===== config.mk =====
export PLATFORM = sky130hd
export DESIGN_NAME = a429_tx_host
export DESIGN_NICKNAME = d
export VERILOG_FILES = /design/src/rtl/a429_tx_pkg.sv /design/src/rtl/a429_bitclk.sv /design/src/rtl/a429_load_fifo.sv /design/src/rtl/a429_serializer.sv /design/src/rtl/a429_tx_host.sv
export SDC_FILE = /design/constraint.sdc
export NUM_CORES = 1
export LEC_CHECK = 0
export BUFFER_PORTS_ARGS = -buffer_cell sky130_fd_sc_hd__buf_4
export CAP_MARGIN = 20
export CORE_MARGIN = 3
export CORE_UTILIZATION = 35
export CTS_CLUSTER_SIZE = 40
export DETAILED_ROUTE_END_ITERATION = 8
export GPL_TIMING_DRIVEN = 0
export SLEW_MARGIN = 20
export SYNTH_ARGS = -nofsm -noshare
export SYNTH_HDL_FRONTEND = slang
export SYNTH_HIERARCHICAL = 1
export SYNTH_SLANG_ARGS = --single-unit

===== constraint.sdc =====
create_clock -name clk -period 9.48 [get_ports clk]
set_input_delay 0.948 -clock clk [delete_from_list [all_inputs] [get_ports clk]]
set_output_delay 0.948 -clock clk [all_outputs]
set_load 0.005 [all_outputs]

===== src/rtl/a429_tx_pkg.sv =====
package a429_tx_pkg;

  localparam int WORD_W  = 32;
  localparam int HALF_W  = 16;
  localparam int LABEL_W = 8;

  typedef enum logic [1:0] {
    LV_NULL = 2'b00,
    LV_HI   = 2'b01,
    LV_LO   = 2'b10
  } line_lvl_e;

  typedef enum logic [1:0] {
    ST_IDLE = 2'b00,
    ST_SEND = 2'b01,
    ST_GAP  = 2'b10
  } ser_state_e;

  // Reorders a host word into line order: element 0 leaves first.
  // Label goes out msb-first, the data field lsb-first, parity last.
  function automatic logic [WORD_W-1:0] line_order(input logic [WORD_W-1:0] w);
    logic [WORD_W-1:0] s;
    for (int i = 0; i < LABEL_W; i++) s[i] = w[LABEL_W-1-i];
    for (int i = LABEL_W; i < WORD_W-1; i++) s[i] = w[i];
    s[WORD_W-1] = ~^w[WORD_W-2:0];
    return s;
  endfunction

endpackage


===== src/rtl/a429_bitclk.sv =====
module a429_bitclk #(
  parameter int DIV_FAST = 10,
  parameter int DIV_SLOW = 80
) (
  input  logic clk,
  input  logic rst_n,
  input  logic rate_slow,
  output logic tx_clk,
  output logic bit_tick,
  output logic half_tick
);

  localparam int MAXD = (DIV_SLOW > DIV_FAST) ? DIV_SLOW : DIV_FAST;
  localparam int CW   = $clog2(MAXD + 1);
  localparam logic [CW-1:0] LIM_F = CW'(DIV_FAST);
  localparam logic [CW-1:0] LIM_S = CW'(DIV_SLOW);

  logic [CW-1:0] cnt_q;
  logic [CW-1:0] lim_q;
  logic [CW-1:0] half_w;

  assign half_w    = lim_q >> 1;
  assign bit_tick  = (cnt_q == lim_q - CW'(1));
  assign half_tick = (cnt_q == half_w - CW'(1));
  assign tx_clk    = (cnt_q < half_w);

  // The ratio is only adopted at a period boundary, so a period never tears.
  always_ff @(posedge clk or negedge rst_n) begin
    if (!rst_n) begin
      cnt_q <= '0;
      lim_q <= LIM_F;
    end else if (bit_tick) begin
      cnt_q <= '0;
      lim_q <= rate_slow ? LIM_S : LIM_F;
    end else begin
      cnt_q <= cnt_q + CW'(1);
    end
  end

  p_wrap_r5: assert property (@(posedge clk) disable iff (!rst_n)
    bit_tick |=> (cnt_q == '0));

  p_cnt_range_r5: assert property (@(posedge clk) disable iff (!rst_n)
    (cnt_q < lim_q));

endmodule


===== src/rtl/a429_load_fifo.sv =====
module a429_load_fifo
  import a429_tx_pkg::*;
#(
  parameter int DEPTH = 8   // power of two
) (
  input  logic              clk,
  input  logic              rst_n,
  input  logic [HALF_W-1:0] host_data,
  input  logic              load_lo,
  input  logic              load_hi,
  input  logic              pop,
  output logic [WORD_W-1:0] word_out,
  output logic              empty
);

  localparam int AW = (DEPTH > 1) ? $clog2(DEPTH) : 1;
  localparam logic [AW:0] DEPTH_C = (AW+1)'(DEPTH);

  logic [HALF_W-1:0] stage_q;
  logic              stage_v_q;
  logic [WORD_W-1:0] mem [DEPTH];
  logic [AW-1:0]     wr_ptr_q, rd_ptr_q;
  logic [AW:0]       count_q;
  logic              full, push_req, push;

  assign full     = (count_q == DEPTH_C);
  assign empty    = (count_q == '0);
  assign push_req = load_hi && stage_v_q;
  assign push     = push_req && !full;
  assign word_out = mem[rd_ptr_q];

  // Staging half: the second strobe consumes the pending half even when dropped.
  always_ff @(posedge clk or negedge rst_n) begin
    if (!rst_n) begin
      stage_q   <= '0;
      stage_v_q <= 1'b0;
    end else if (load_lo) begin
      stage_q   <= host_data;
      stage_v_q <= 1'b1;
    end else if (load_hi) begin
      stage_v_q <= 1'b0;
    end
  end

  always_ff @(posedge clk) begin
    if (push) mem[wr_ptr_q] <= {host_data, stage_q};
  end

  always_ff @(posedge clk or negedge rst_n) begin
    if (!rst_n) begin
      wr_ptr_q <= '0;
      rd_ptr_q <= '0;
      count_q  <= '0;
    end else begin
      if (push) wr_ptr_q <= wr_ptr_q + AW'(1);
      if (pop)  rd_ptr_q <= rd_ptr_q + AW'(1);
      if (push && !pop)      count_q <= count_q + (AW+1)'(1);
      else if (pop && !push) count_q <= count_q - (AW+1)'(1);
    end
  end

  p_no_overflow_r11: assert property (@(posedge clk) disable iff (!rst_n)
    (full && push_req && !pop) |=> (count_q == DEPTH_C));

  p_orphan_ignored_r1: assert property (@(posedge clk) disable iff (!rst_n)
    (!stage_v_q && load_hi && !pop) |=> $stable(count_q));

  p_pop_nonempty_r6: assert property (@(posedge clk) disable iff (!rst_n)
    pop |-> (count_q != '0));

endmodule


===== src/rtl/a429_serializer.sv =====
module a429_serializer
  import a429_tx_pkg::*;
#(
  parameter int GAP_BITS = 4
) (
  input  logic              clk,
  input  logic              rst_n,
  input  logic              bit_tick,
  input  logic              half_tick,
  input  logic              tx_en,
  input  logic              fifo_empty,
  input  logic [WORD_W-1:0] fifo_word,
  output logic              pop,
  output logic              line_hi,
  output logic              line_lo,
  output logic              idle
);

  localparam int GW = $clog2(GAP_BITS + 1);
  localparam int IW = $clog2(WORD_W);
  localparam logic [GW-1:0] GAP_LAST = GW'(GAP_BITS - 1);
  localparam logic [IW-1:0] IDX_LAST = IW'(WORD_W - 1);

  ser_state_e        st_q;
  line_lvl_e         lvl_q;
  logic [IW-1:0]     idx_q;
  logic [GW-1:0]     gcnt_q;
  logic [WORD_W-1:0] shreg_q;
  logic [WORD_W-1:0] seq_w;
  logic              can_start;

  assign seq_w     = line_order(fifo_word);
  assign can_start = (st_q == ST_IDLE) || ((st_q == ST_GAP) && (gcnt_q == GAP_LAST));
  assign pop       = bit_tick && can_start && tx_en && !fifo_empty;
  assign line_hi   = (lvl_q == LV_HI);
  assign line_lo   = (lvl_q == LV_LO);
  assign idle      = (st_q == ST_IDLE);

  always_ff @(posedge clk or negedge rst_n) begin
    if (!rst_n) begin
      st_q    <= ST_IDLE;
      lvl_q   <= LV_NULL;
      idx_q   <= '0;
      gcnt_q  <= '0;
      shreg_q <= '0;
    end else if (bit_tick) begin
      if (can_start) begin
        if (pop) begin
          shreg_q <= seq_w >> 1;
          lvl_q   <= seq_w[0] ? LV_HI : LV_LO;
          idx_q   <= '0;
          st_q    <= ST_SEND;
        end else begin
          st_q  <= ST_IDLE;
          lvl_q <= LV_NULL;
        end
      end else if (st_q == ST_SEND) begin
        if (idx_q == IDX_LAST) begin
          st_q   <= ST_GAP;
          gcnt_q <= '0;
          lvl_q  <= LV_NULL;
        end else begin
          idx_q   <= idx_q + IW'(1);
          lvl_q   <= shreg_q[0] ? LV_HI : LV_LO;
          shreg_q <= shreg_q >> 1;
        end
      end else if (st_q == ST_GAP) begin
        gcnt_q <= gcnt_q + GW'(1);
      end
    end else if (half_tick) begin
      lvl_q <= LV_NULL;
    end
  end

  p_start_gated_r6: assert property (@(posedge clk) disable iff (!rst_n)
    (st_q == ST_IDLE && bit_tick && !tx_en) |=> (st_q == ST_IDLE));

  p_return_null_r9: assert property (@(posedge clk) disable iff (!rst_n)
    (lvl_q != LV_NULL && half_tick) |=> (lvl_q == LV_NULL));

  p_gap_null_r10: assert property (@(posedge clk) disable iff (!rst_n)
    (st_q == ST_GAP) |-> (lvl_q == LV_NULL));

  p_word_len_r7: assert property (@(posedge clk) disable iff (!rst_n)
    (st_q == ST_SEND && bit_tick && idx_q == IDX_LAST) |=> (st_q == ST_GAP));

endmodule


===== src/rtl/a429_tx_host.sv =====
module a429_tx_host
  import a429_tx_pkg::*;
#(
  parameter int DIV_FAST   = 10,
  parameter int DIV_SLOW   = 80,
  parameter int FIFO_DEPTH = 8,
  parameter int GAP_BITS   = 4
) (
  input  logic        clk,
  input  logic        rst_n,
  input  logic [15:0] host_data,
  input  logic        load_lo,
  input  logic        load_hi,
  input  logic        tx_en,
  input  logic        rate_slow,
  output logic        tx_clk,
  output logic        line_hi,
  output logic        line_lo,
  output logic        tx_empty
);

  logic              bit_tick, half_tick;
  logic              pop, fifo_empty, ser_idle;
  logic [WORD_W-1:0] fifo_word;

  a429_bitclk #(.DIV_FAST(DIV_FAST), .DIV_SLOW(DIV_SLOW)) u_clk (
    .clk(clk), .rst_n(rst_n), .rate_slow(rate_slow),
    .tx_clk(tx_clk), .bit_tick(bit_tick), .half_tick(half_tick)
  );

  a429_load_fifo #(.DEPTH(FIFO_DEPTH)) u_fifo (
    .clk(clk), .rst_n(rst_n), .host_data(host_data),
    .load_lo(load_lo), .load_hi(load_hi), .pop(pop),
    .word_out(fifo_word), .empty(fifo_empty)
  );

  a429_serializer #(.GAP_BITS(GAP_BITS)) u_ser (
    .clk(clk), .rst_n(rst_n), .bit_tick(bit_tick), .half_tick(half_tick),
    .tx_en(tx_en), .fifo_empty(fifo_empty), .fifo_word(fifo_word),
    .pop(pop), .line_hi(line_hi), .line_lo(line_lo), .idle(ser_idle)
  );

  assign tx_empty = fifo_empty && ser_idle;

  p_busy_after_pop_r3: assert property (@(posedge clk) disable iff (!rst_n)
    pop |=> !tx_empty);

endmodule


==> results of run 1 <==
## area by class of cell
class / count / area [µm²] / share of cell area [%]
buffer: 35 / 225 / 1.41
clock buffer: 47 / 992 / 6.21
clock inverter: 16 / 210 / 1.32
inverter: 13 / 48.8 / 0.305
multi-input combinational: 373 / 4030 / 25.2
sequential: 327 / 9430 / 59.0
tap: 511 / 639 / 4.00
timing repair buffer: 40 / 407 / 2.55
## worst paths after layout
check                                  from                end  slack [ps]  cells past startpoint
max                          u_clk/lim_q[3]  u_fifo/count_q[3]        5290                     15
min                                   rst_n  u_fifo/stage_q[2]         370                      1
max reg2reg                  u_clk/lim_q[3]  u_fifo/count_q[3]        5290                     15
min reg2reg                u_fifo/stage_v_q   u_fifo/stage_v_q         470                      1
max in group asynchronous             rst_n     u_clk/lim_q[3]        8410                      2
min in group clk           u_fifo/stage_v_q   u_fifo/stage_v_q         470                      1
## routing by layer
metal	part of all wire, %	up-vias	GRT usage, %
li1	-	3088	-
met4	1.5	0	3.10
met1	46	3515	20.4
met2	48	119	22.3
met3	4.8	31	2.38
met5	0	-	0
## registers in the layout, summed over array words and instances (netlist names)
name and flops:
u_fifo/wr_ptr_q 3, u_clk/cnt_q 7, u_fifo/stage_q 16, u_ser/lvl_q 2
u_fifo/stage_v_q 1, u_fifo/mem 248, u_clk/lim_q 2, u_ser/gcnt_q 3
u_fifo/rd_ptr_q 3, u_ser/shreg_q 31, u_fifo/count_q 4, u_ser/idx_q 5
u_ser/st_q 2
## worst max-delay path, stage by stage, from the launching register on
cell	delay, ps
sky130_fd_sc_hd__dfstp_2	560
sky130_fd_sc_hd__inv_1	90
sky130_fd_sc_hd__ha_1	330
sky130_fd_sc_hd__xor2_1	160
sky130_fd_sc_hd__nand4_1	160
sky130_fd_sc_hd__nor3_4	400
sky130_fd_sc_hd__clkbuf_1	350
sky130_fd_sc_hd__and4b_1	240
sky130_fd_sc_hd__buf_2	270
sky130_fd_sc_hd__inv_1	80
sky130_fd_sc_hd__ha_1	260
sky130_fd_sc_hd__inv_1	150
sky130_fd_sc_hd__ha_1	310
sky130_fd_sc_hd__or4_1	520
sky130_fd_sc_hd__o211ai_1	110
sky130_fd_sc_hd__o211ai_1	100
## stage by stage
| stage | total power [µW] | setup WS (ps) |
|---|---|---|
| after CTS | 3760 | 5280 |
| after global placement | 2300 | 2920 |
| after global routing | 3880 | 4990 |
| final | 3710 | 5290 |
| after floorplan | 2150 | 5620 |
| after detailed placement | 2350 | 5300 |
## cells in the final DEF, fill, tap and decap left out, types with 3 or more instances in the layout
| cell | instances |
|---|---|
| sky130_fd_sc_hd__dfrtp_1 | 78 |
| sky130_fd_sc_hd__xnor2_1 | 28 |
| sky130_fd_sc_hd__ha_1 | 19 |
| sky130_fd_sc_hd__nor3_1 | 3 |
| sky130_fd_sc_hd__a21o_1 | 3 |
| sky130_fd_sc_hd__clkbuf_16 | 36 |
| sky130_fd_sc_hd__buf_6 | 3 |
| sky130_fd_sc_hd__mux2i_1 | 32 |
| sky130_fd_sc_hd__nor2_1 | 10 |
| sky130_fd_sc_hd__clkbuf_8 | 5 |
| sky130_fd_sc_hd__o211ai_1 | 3 |
| sky130_fd_sc_hd__buf_2 | 16 |
| sky130_fd_sc_hd__clkinv_1 | 4 |
| sky130_fd_sc_hd__xnor3_1 | 4 |
| sky130_fd_sc_hd__buf_12 | 7 |
| sky130_fd_sc_hd__nand2b_1 | 4 |
| sky130_fd_sc_hd__o21ai_1 | 39 |
| sky130_fd_sc_hd__inv_1 | 12 |
| sky130_fd_sc_hd__nand2_1 | 45 |
| sky130_fd_sc_hd__nor2b_1 | 3 |
| sky130_fd_sc_hd__xor2_1 | 10 |
| sky130_fd_sc_hd__bufinv_16 | 4 |
| sky130_fd_sc_hd__mux4_2 | 37 |
| sky130_fd_sc_hd__mux2_2 | 49 |
| sky130_fd_sc_hd__nand3_1 | 11 |
| sky130_fd_sc_hd__edfxtp_1 | 248 |
| sky130_fd_sc_hd__nor2_4 | 6 |
| sky130_fd_sc_hd__mux4_1 | 25 |
| sky130_fd_sc_hd__clkbuf_1 | 16 |
| sky130_fd_sc_hd__a21oi_1 | 5 |
| sky130_fd_sc_hd__buf_4 | 33 |
## power groups by stage
stage / clock network (µW) / logic, µW / registers [µW]
final: 1400 / 511 / 1800
after global routing: 1500 / 567 / 1820
after CTS: 1440 / 520 / 1800
after detailed placement: 0 / 516 / 1830
after global placement: 0 / 466 / 1840
after floorplan: 0 / 343 / 1810
==> impl.org, run 1 <==
** Pwr
- Internal power comes to ~2800 µW.
- The clock network accounts for a little under two fifths of the total power.
- The analysis attributes to net switching a power of a little over 900 µW.
- Across the VDD grid, the largest voltage drop is between 150 and 200 µV.
- Of the total power, the share spent switching nets is between 20 and 25%.
- The share of total power dissipated in sequential elements is roughly half.
- For this design the ratio of total power to cell area is around 230 nW/µm².
- Leakage power :: around 0.0057 µW
- Proportion of power drawn by combinational gates :: about 14%

** Die
- In this run the horizontal extent of the chip is 204 µm.
- Measured along the y axis, the die boundary spans slightly above 200 µm.
- Number of ports placed on the die boundary :: 26
- Core Footprint :: ~38000 µm²
- For this configuration, the core starts out at a cell density of a little over a third.
- Rows :: 71
- Area enclosed by the die boundary :: between 40000 and 50000 µm²

** Global route
- Remaining global-route overflow :: 0
- For this run, the total global-route usage over all layers was measured as 14.0%.
- The number of global-route vias before repair was about 7000.
- Entering global routing, the biggest net connects 54 pins.
- Number of antenna violations at the first check in global routing :: 0
- Wire length of the first global-routing pass :: around 44 mm

** Finish
- Fill cells in the final layout number 3397.
- After routing the design area is 16000 µm².
- Diodes inserted :: 0
- Synthesis-to-layout area growth :: 16.9%
- Util after Layout :: between 40% and 50%
- Fraction of layout cells with a size suffix above 1 :: approximately a quarter
- NumNets Final :: between 800 and 900
- For this run, the number of standard cells in the final layout without fillers is roughly 1400.

** Clock network
- Num CTS Buffers :: 35
- Clock transition at the registers of the reported paths :: 60 ps
- Counting along the longest clock path gives a buffer depth of 3.
- Clock tree synthesis selected as its root buffer the cell sky130_fd_sc_hd__clkbuf_16.
- Post-CTS repair changed the size of 0 cells.
- Clock tree synthesis found a total of ~330 sinks.
- Clock latency on the worst-skew pair, taken at its later pin, is roughly 520 ps.
- Count of hold-fix buffers inserted at cts :: 0
- Buffers added to address setup during post-CTS repair amount to 0.
- TritonCTS clock tree :: built
- CTS built an H-tree with a depth of 2.

** Run
- Total of max-cap violations :: 0

** STA
- Number of hold violations in the final report :: 0
- Final cycle utilization of the critical path :: between 40 and 50%
- Setup skew after layout :: between 15 and 20 ps
- Post-Route Setup TNS :: 0 ps
- Maximum achievable frequency :: 238 MHz
- The clock period could shrink to 4190 ps.
- Final hold analysis gives a worst-case slack of 367 ps.
- RSZ-0062 raised after global routing :: no
- Number of setup violations in the final report :: 0
- Slew at the pin closest to its max-slew limit :: roughly 870 ps
- The number of max-slew violations in the final report is 0.
- Relative max-transition margin :: a little over two fifths

** Logic synthesis
- Synthesis produced a netlist with a net count of 790.
- Syn avg cell area :: ~18 µm²
- Summing every instance area after synthesis gives about 14000 µm².
- The Yosys step of the flow raised 6 warnings.
- Synthesis handed over a netlist of about 750 instances.

** Worst setup path
- STA puts the critical path data arrival time at between 4000 and 5000 ps.
- Data required time of the worst path :: just under 10000 ps
- Classification of the worst setup path :: register to register
- STA classifies the critical path startpoint as a register.
- Endpoint class of the critical path :: register
- CP max FO :: 9

** Routing
- In the final routed layout, each cell accounts on average for 20.7 µm.
- Dividing the detail-routed via count by the number of cells gives 4.96.
- Count of antenna-violating nets left after detailed routing :: 0
- Iteration-0 DRC Markers :: around 400
- DRC violation count after routing :: 0
- For this block, the via count after detailed routing is a little under 7000.
- After detailed routing, the total wire length is around 28 mm.
- First-pass iteration count of the detailed router :: 4

** Placed design
- In this run the tool buffered the top-level ports with 24 buffer cells.
- Detailed placement ended at an HPWL of 18.5 mm.
- In this run, placement finished with an instance count of 1299.
- After detailed placement, the total cell area comes to between 10000 and 15000 µm².
- GP Congestion :: 0.738

** Run status
- The run finished with clean final reports.

** Worst hold path
- Type of the tightest min-delay check :: primary input to async pin
Power figures use the tool's default switching activity.
==> run 2, diff against run 1 <==
Clock period 9.48 ns to 3.5 ns, I/O delays scaled along.
==> run 2 against run 1 <==
Worst hold slack lost 290 ps. Global-route usage shrank 0.21 points. Maximum frequency grew 26%. Cell area shrank 0.28%. Clock-buffer cell count shrank 3. Critical path depth is the same. Utilization shrank 0.12 points. Cell count grew 0.22%. Non-clock buffer count grew 6. Clock skew shrank 4.5 ps. Die area is the same. Critical path type unchanged.
==> impl.org, run 2 (same netlist as run 1, synthesis figures left out) <==
** Global route
- The overall routing resource usage came to 13.8% (-0.21 points).
- The number of global-route vias before repair was 7106 (-0.11%).
- Remaining global-route overflow :: 0 (unchanged)
- Number of antenna violations at the first check in global routing :: 0 (unchanged)
- Wire length of the first global-routing pass :: 43.5 mm (-1.2%)
- Pin count of the biggest net entering global routing :: 80 (+48%)

** Finish
- The number of cells in the finished layout apart from fillers came to 1365 (+0.22%).
- Highest-count cells in the layout ignoring fill and taps :: 248 x sky130_fd_sc_hd__edfxtp_1, 78 x sky130_fd_sc_hd__dfrtp_1, 49 x sky130_fd_sc_hd__mux2_2
- The net count of the finished layout was 872 (+0.58%).
- The fill cell instance count of the final layout is 3375 (-0.65%).
- Synthesis-to-layout area growth :: 16.5%
- Counting flops per register, the top entry is u_fifo/mem.
- Max reg flops :: 248 (unchanged)
- Diodes inserted :: 0 (unchanged)
- The fraction of final layout cells with drive strength greater than 1 was 26.5% (+0.26 points).
- The largest registers in the layout are u_fifo/mem x248, u_ser/shreg_q x31, u_fifo/stage_q x16.
- Most common cell after layout, fill and taps aside :: sky130_fd_sc_hd__edfxtp_1

** Die
- The area of the core region was 38100 µm² (unchanged).
- Number of ports placed on the die boundary :: 26 (unchanged)
- The effective utilization at floorplan is 35.9% (unchanged).
- Die span in y :: 204 µm (unchanged)
- Width of the chip :: 204 µm (unchanged)
- Rows :: 71 (unchanged)
- Area enclosed by the die boundary :: 41500 µm² (unchanged)

** Placed design
- Detailed Place HPWL :: 18.4 mm (-0.54%)
- The weighted congestion reported at the end of routability-driven placement came to 0.770 (+4.3%).
- Buffers on Ports :: 24 (unchanged)
- The instance count after placement with tap cells included was 1299 (unchanged).

** Pwr
- Clock share of power :: 34.8% (-3.0 points)
- The share of total power consumed by net switching came to 24.9% (+0.23 points).
- Proportion of power drawn by combinational gates :: 14.9% (+1.1 points)
- The worst supply voltage drop on vdd came to 323 µV (+95%).
- Cell-internal power :: 7290 µW (+160%)
- Power density normalized to cell area :: 609 nW/µm² (+160%)
- Sequential power share :: 50.3% (+1.8 points)
- Leakage power :: 0.00568 µW (-0.49%)
- Net switching power :: 2410 µW (+160%)

** Routing
- The wire length on met2 is 13.1 mm (-2.6%).
- The total met3 wirelength after detailed routing came to 1.06 mm (-22%).
- The vias per cell is 4.94 (-0.41%).
- DRC violation count after routing :: 0 (unchanged)
- The number of iterations in the first detailed-routing pass came to 5 (+1).
- The via count came to 6740 (-0.19%).
- The total wire length after detailed routing came to 28.1 mm (-0.51%).
- Max Used Layer :: met4
- Avg WL per Cell :: 20.6 µm (-0.73%)
- The detailed-route wire length on metal 1 was 13.6 mm (+4.1%).
- The number of DRC markers in iteration 0 was 434 (+9.6%).
- Count of antenna-violating nets left after detailed routing :: 0 (unchanged)

** Worst setup path
- The worst setup path is launched from a register.
- WP data arrival :: 3710 ps (-860 ps)
- The slack of the worst reg-to-reg path came to 160 ps (-5120 ps).
- The largest driver fanout on the critical path is 6 (-3).
- Classification of the worst setup path :: register to register
- STA classifies the critical path endpoint as a register.
- Data required time of the worst path :: 3880 ps (-5980 ps)

** STA
- The number of setup violations in the final report came to 0 (unchanged).
- The number of endpoints with negative hold slack in the final report came to 0 (unchanged).
- Post-Route Hold Slack :: 75.1 ps (-292 ps)
- Count of final max-slew check failures :: 0 (unchanged)
- The maximum clock rate came to 300 MHz (+26%).
- Period minus WS final :: 3340 ps (-858 ps)
- The worst-case headroom to the max-slew limit came to 38.5% (-3.8 points).
- Setup skew after layout :: 12.9 ps (-4.46 ps)
- Final cycle utilization of the critical path :: 95.3% (+51 points)
- The transition at the pin with the smallest max-transition slack is 923 ps (+56.4 ps).
- RSZ-0062 raised after global routing :: no

** Worst hold path
- The worst hold path belongs to the class primary input to register.

** Clock network
- Buffer levels on the longest clock path :: 3 (unchanged)
- Number of clock sinks :: 327 (unchanged)
- The total number of H-tree levels was 2 (unchanged).
- Clock network latency to the later pin of the worst-skew pair :: 510 ps (about the same)
- TritonCTS built the clock tree.
- The clock input transition at the sequential cells of the worst setup and hold paths is 60 ps (about the same).
- The tree is rooted in a sky130_fd_sc_hd__clkbuf_16.
- The number of buffers inserted during clock tree synthesis is 34 (-2.9%).

** Run status
- The run finished with clean final reports.

** Run
- The max-capacitance violation count is 0 (unchanged).
==> run 2: changes by cell type in the layout (fill, tap and decap cells not counted), sizes merged <==
| cell | delta |
|---|---|
| clkinv | +4 |
| buf | +4 |
| dlygate4sd3 | +2 |
| clkbuf | -3 |
| clkinvlp | -1 |
| bufinv | -3 |
==> run 2: final timing paths <==
check | to | startpoint | cells after the start
setup / recovery | u_fifo/count_q[3] | u_clk/lim_q[3] | 15
hold / removal | u_fifo/stage_q[15] | host_data[15] | 2
setup reg to reg | u_fifo/count_q[3] | u_clk/lim_q[3] | 15
hold reg to reg | u_fifo/stage_v_q | u_fifo/stage_v_q | 1
max in group asynchronous | u_fifo/count_q[2] | rst_n | 2
min in group asynchronous | u_fifo/stage_q[4] | rst_n | 2
==> run 2: repair_timing <==
| item | in CTS | in global routing |
|---|---|---|
| hold endpoints to repair | 79 | 0 |
| gates resized for setup | 1 | 4 |
| pin swaps | 1 | 1 |
| setup buffers | 3 | 1 |
| hold buffers | 2 | 0 |
| endpoints found under the setup margin | 3 | 1 |
==> run 2: area by class of cell <==
class | count | area (µm²) | share of cell area, %
well taps | 511 | 639 | 4.01
clock buffers | 44 | 940 | 5.90
plain buffers | 35 | 241 | 1.52
clock inverters | 16 | 101 | 0.636
multi-input cells | 373 | 4050 | 25.4
inverters | 13 | 48.8 | 0.306
flip-flops and latches | 327 | 9430 | 59.2
repair buffers | 46 | 479 | 3.01
==> run 2: stage by stage <==
stage | power, µW | setup TNS, ps | cell area [µm²] | setup WS, ps | utilization (%)
floorplan | 5820 | 0 | 13700 | 11.9 | -
global placement | 6250 | -268280 | 14500 | -2620 | 38.1
detailed placement | 6380 | -634 | 14800 | -469 | 38.9
CTS | 9800 | 0 | 15900 | 35.2 | 41.7
global route | 10200 | 0 | 15900 | 0.747 | 41.8
finish | 9700 | 0 | 15900 | 163 | 41.8
==> run 2: layer usage <==
layer / GRT usage [%] / up-vias
met3: 2.25 / 31
met5: 0 / -
met1: 20.1 / 3485
met2: 21.9 / 127
met4: 3.32 / 0
li1: - / 3097
==> run 2: worst max-delay path, cell delays in order (launching register included) <==
cell,delay [ps]
sky130_fd_sc_hd__dfstp_2,570
sky130_fd_sc_hd__inv_2,70
sky130_fd_sc_hd__ha_4,270
sky130_fd_sc_hd__xor2_1,140
sky130_fd_sc_hd__nand4_1,190
sky130_fd_sc_hd__nor3_4,240
sky130_fd_sc_hd__clkbuf_8,160
sky130_fd_sc_hd__and4b_1,200
sky130_fd_sc_hd__buf_6,100
sky130_fd_sc_hd__inv_1,30
sky130_fd_sc_hd__ha_2,200
sky130_fd_sc_hd__inv_2,110
sky130_fd_sc_hd__ha_4,220
sky130_fd_sc_hd__or4_1,500
sky130_fd_sc_hd__o211ai_1,110
sky130_fd_sc_hd__o211ai_1,100
==> run 2: power groups by stage <==
stage	clock [µW]	sequential (µW)	combinational, µW
after detailed placement	0	4960	1420
final	3380	4880	1450
after global placement	0	4970	1280
after global routing	3630	4920	1610
after floorplan	0	4890	933
after CTS	3480	4880	1440
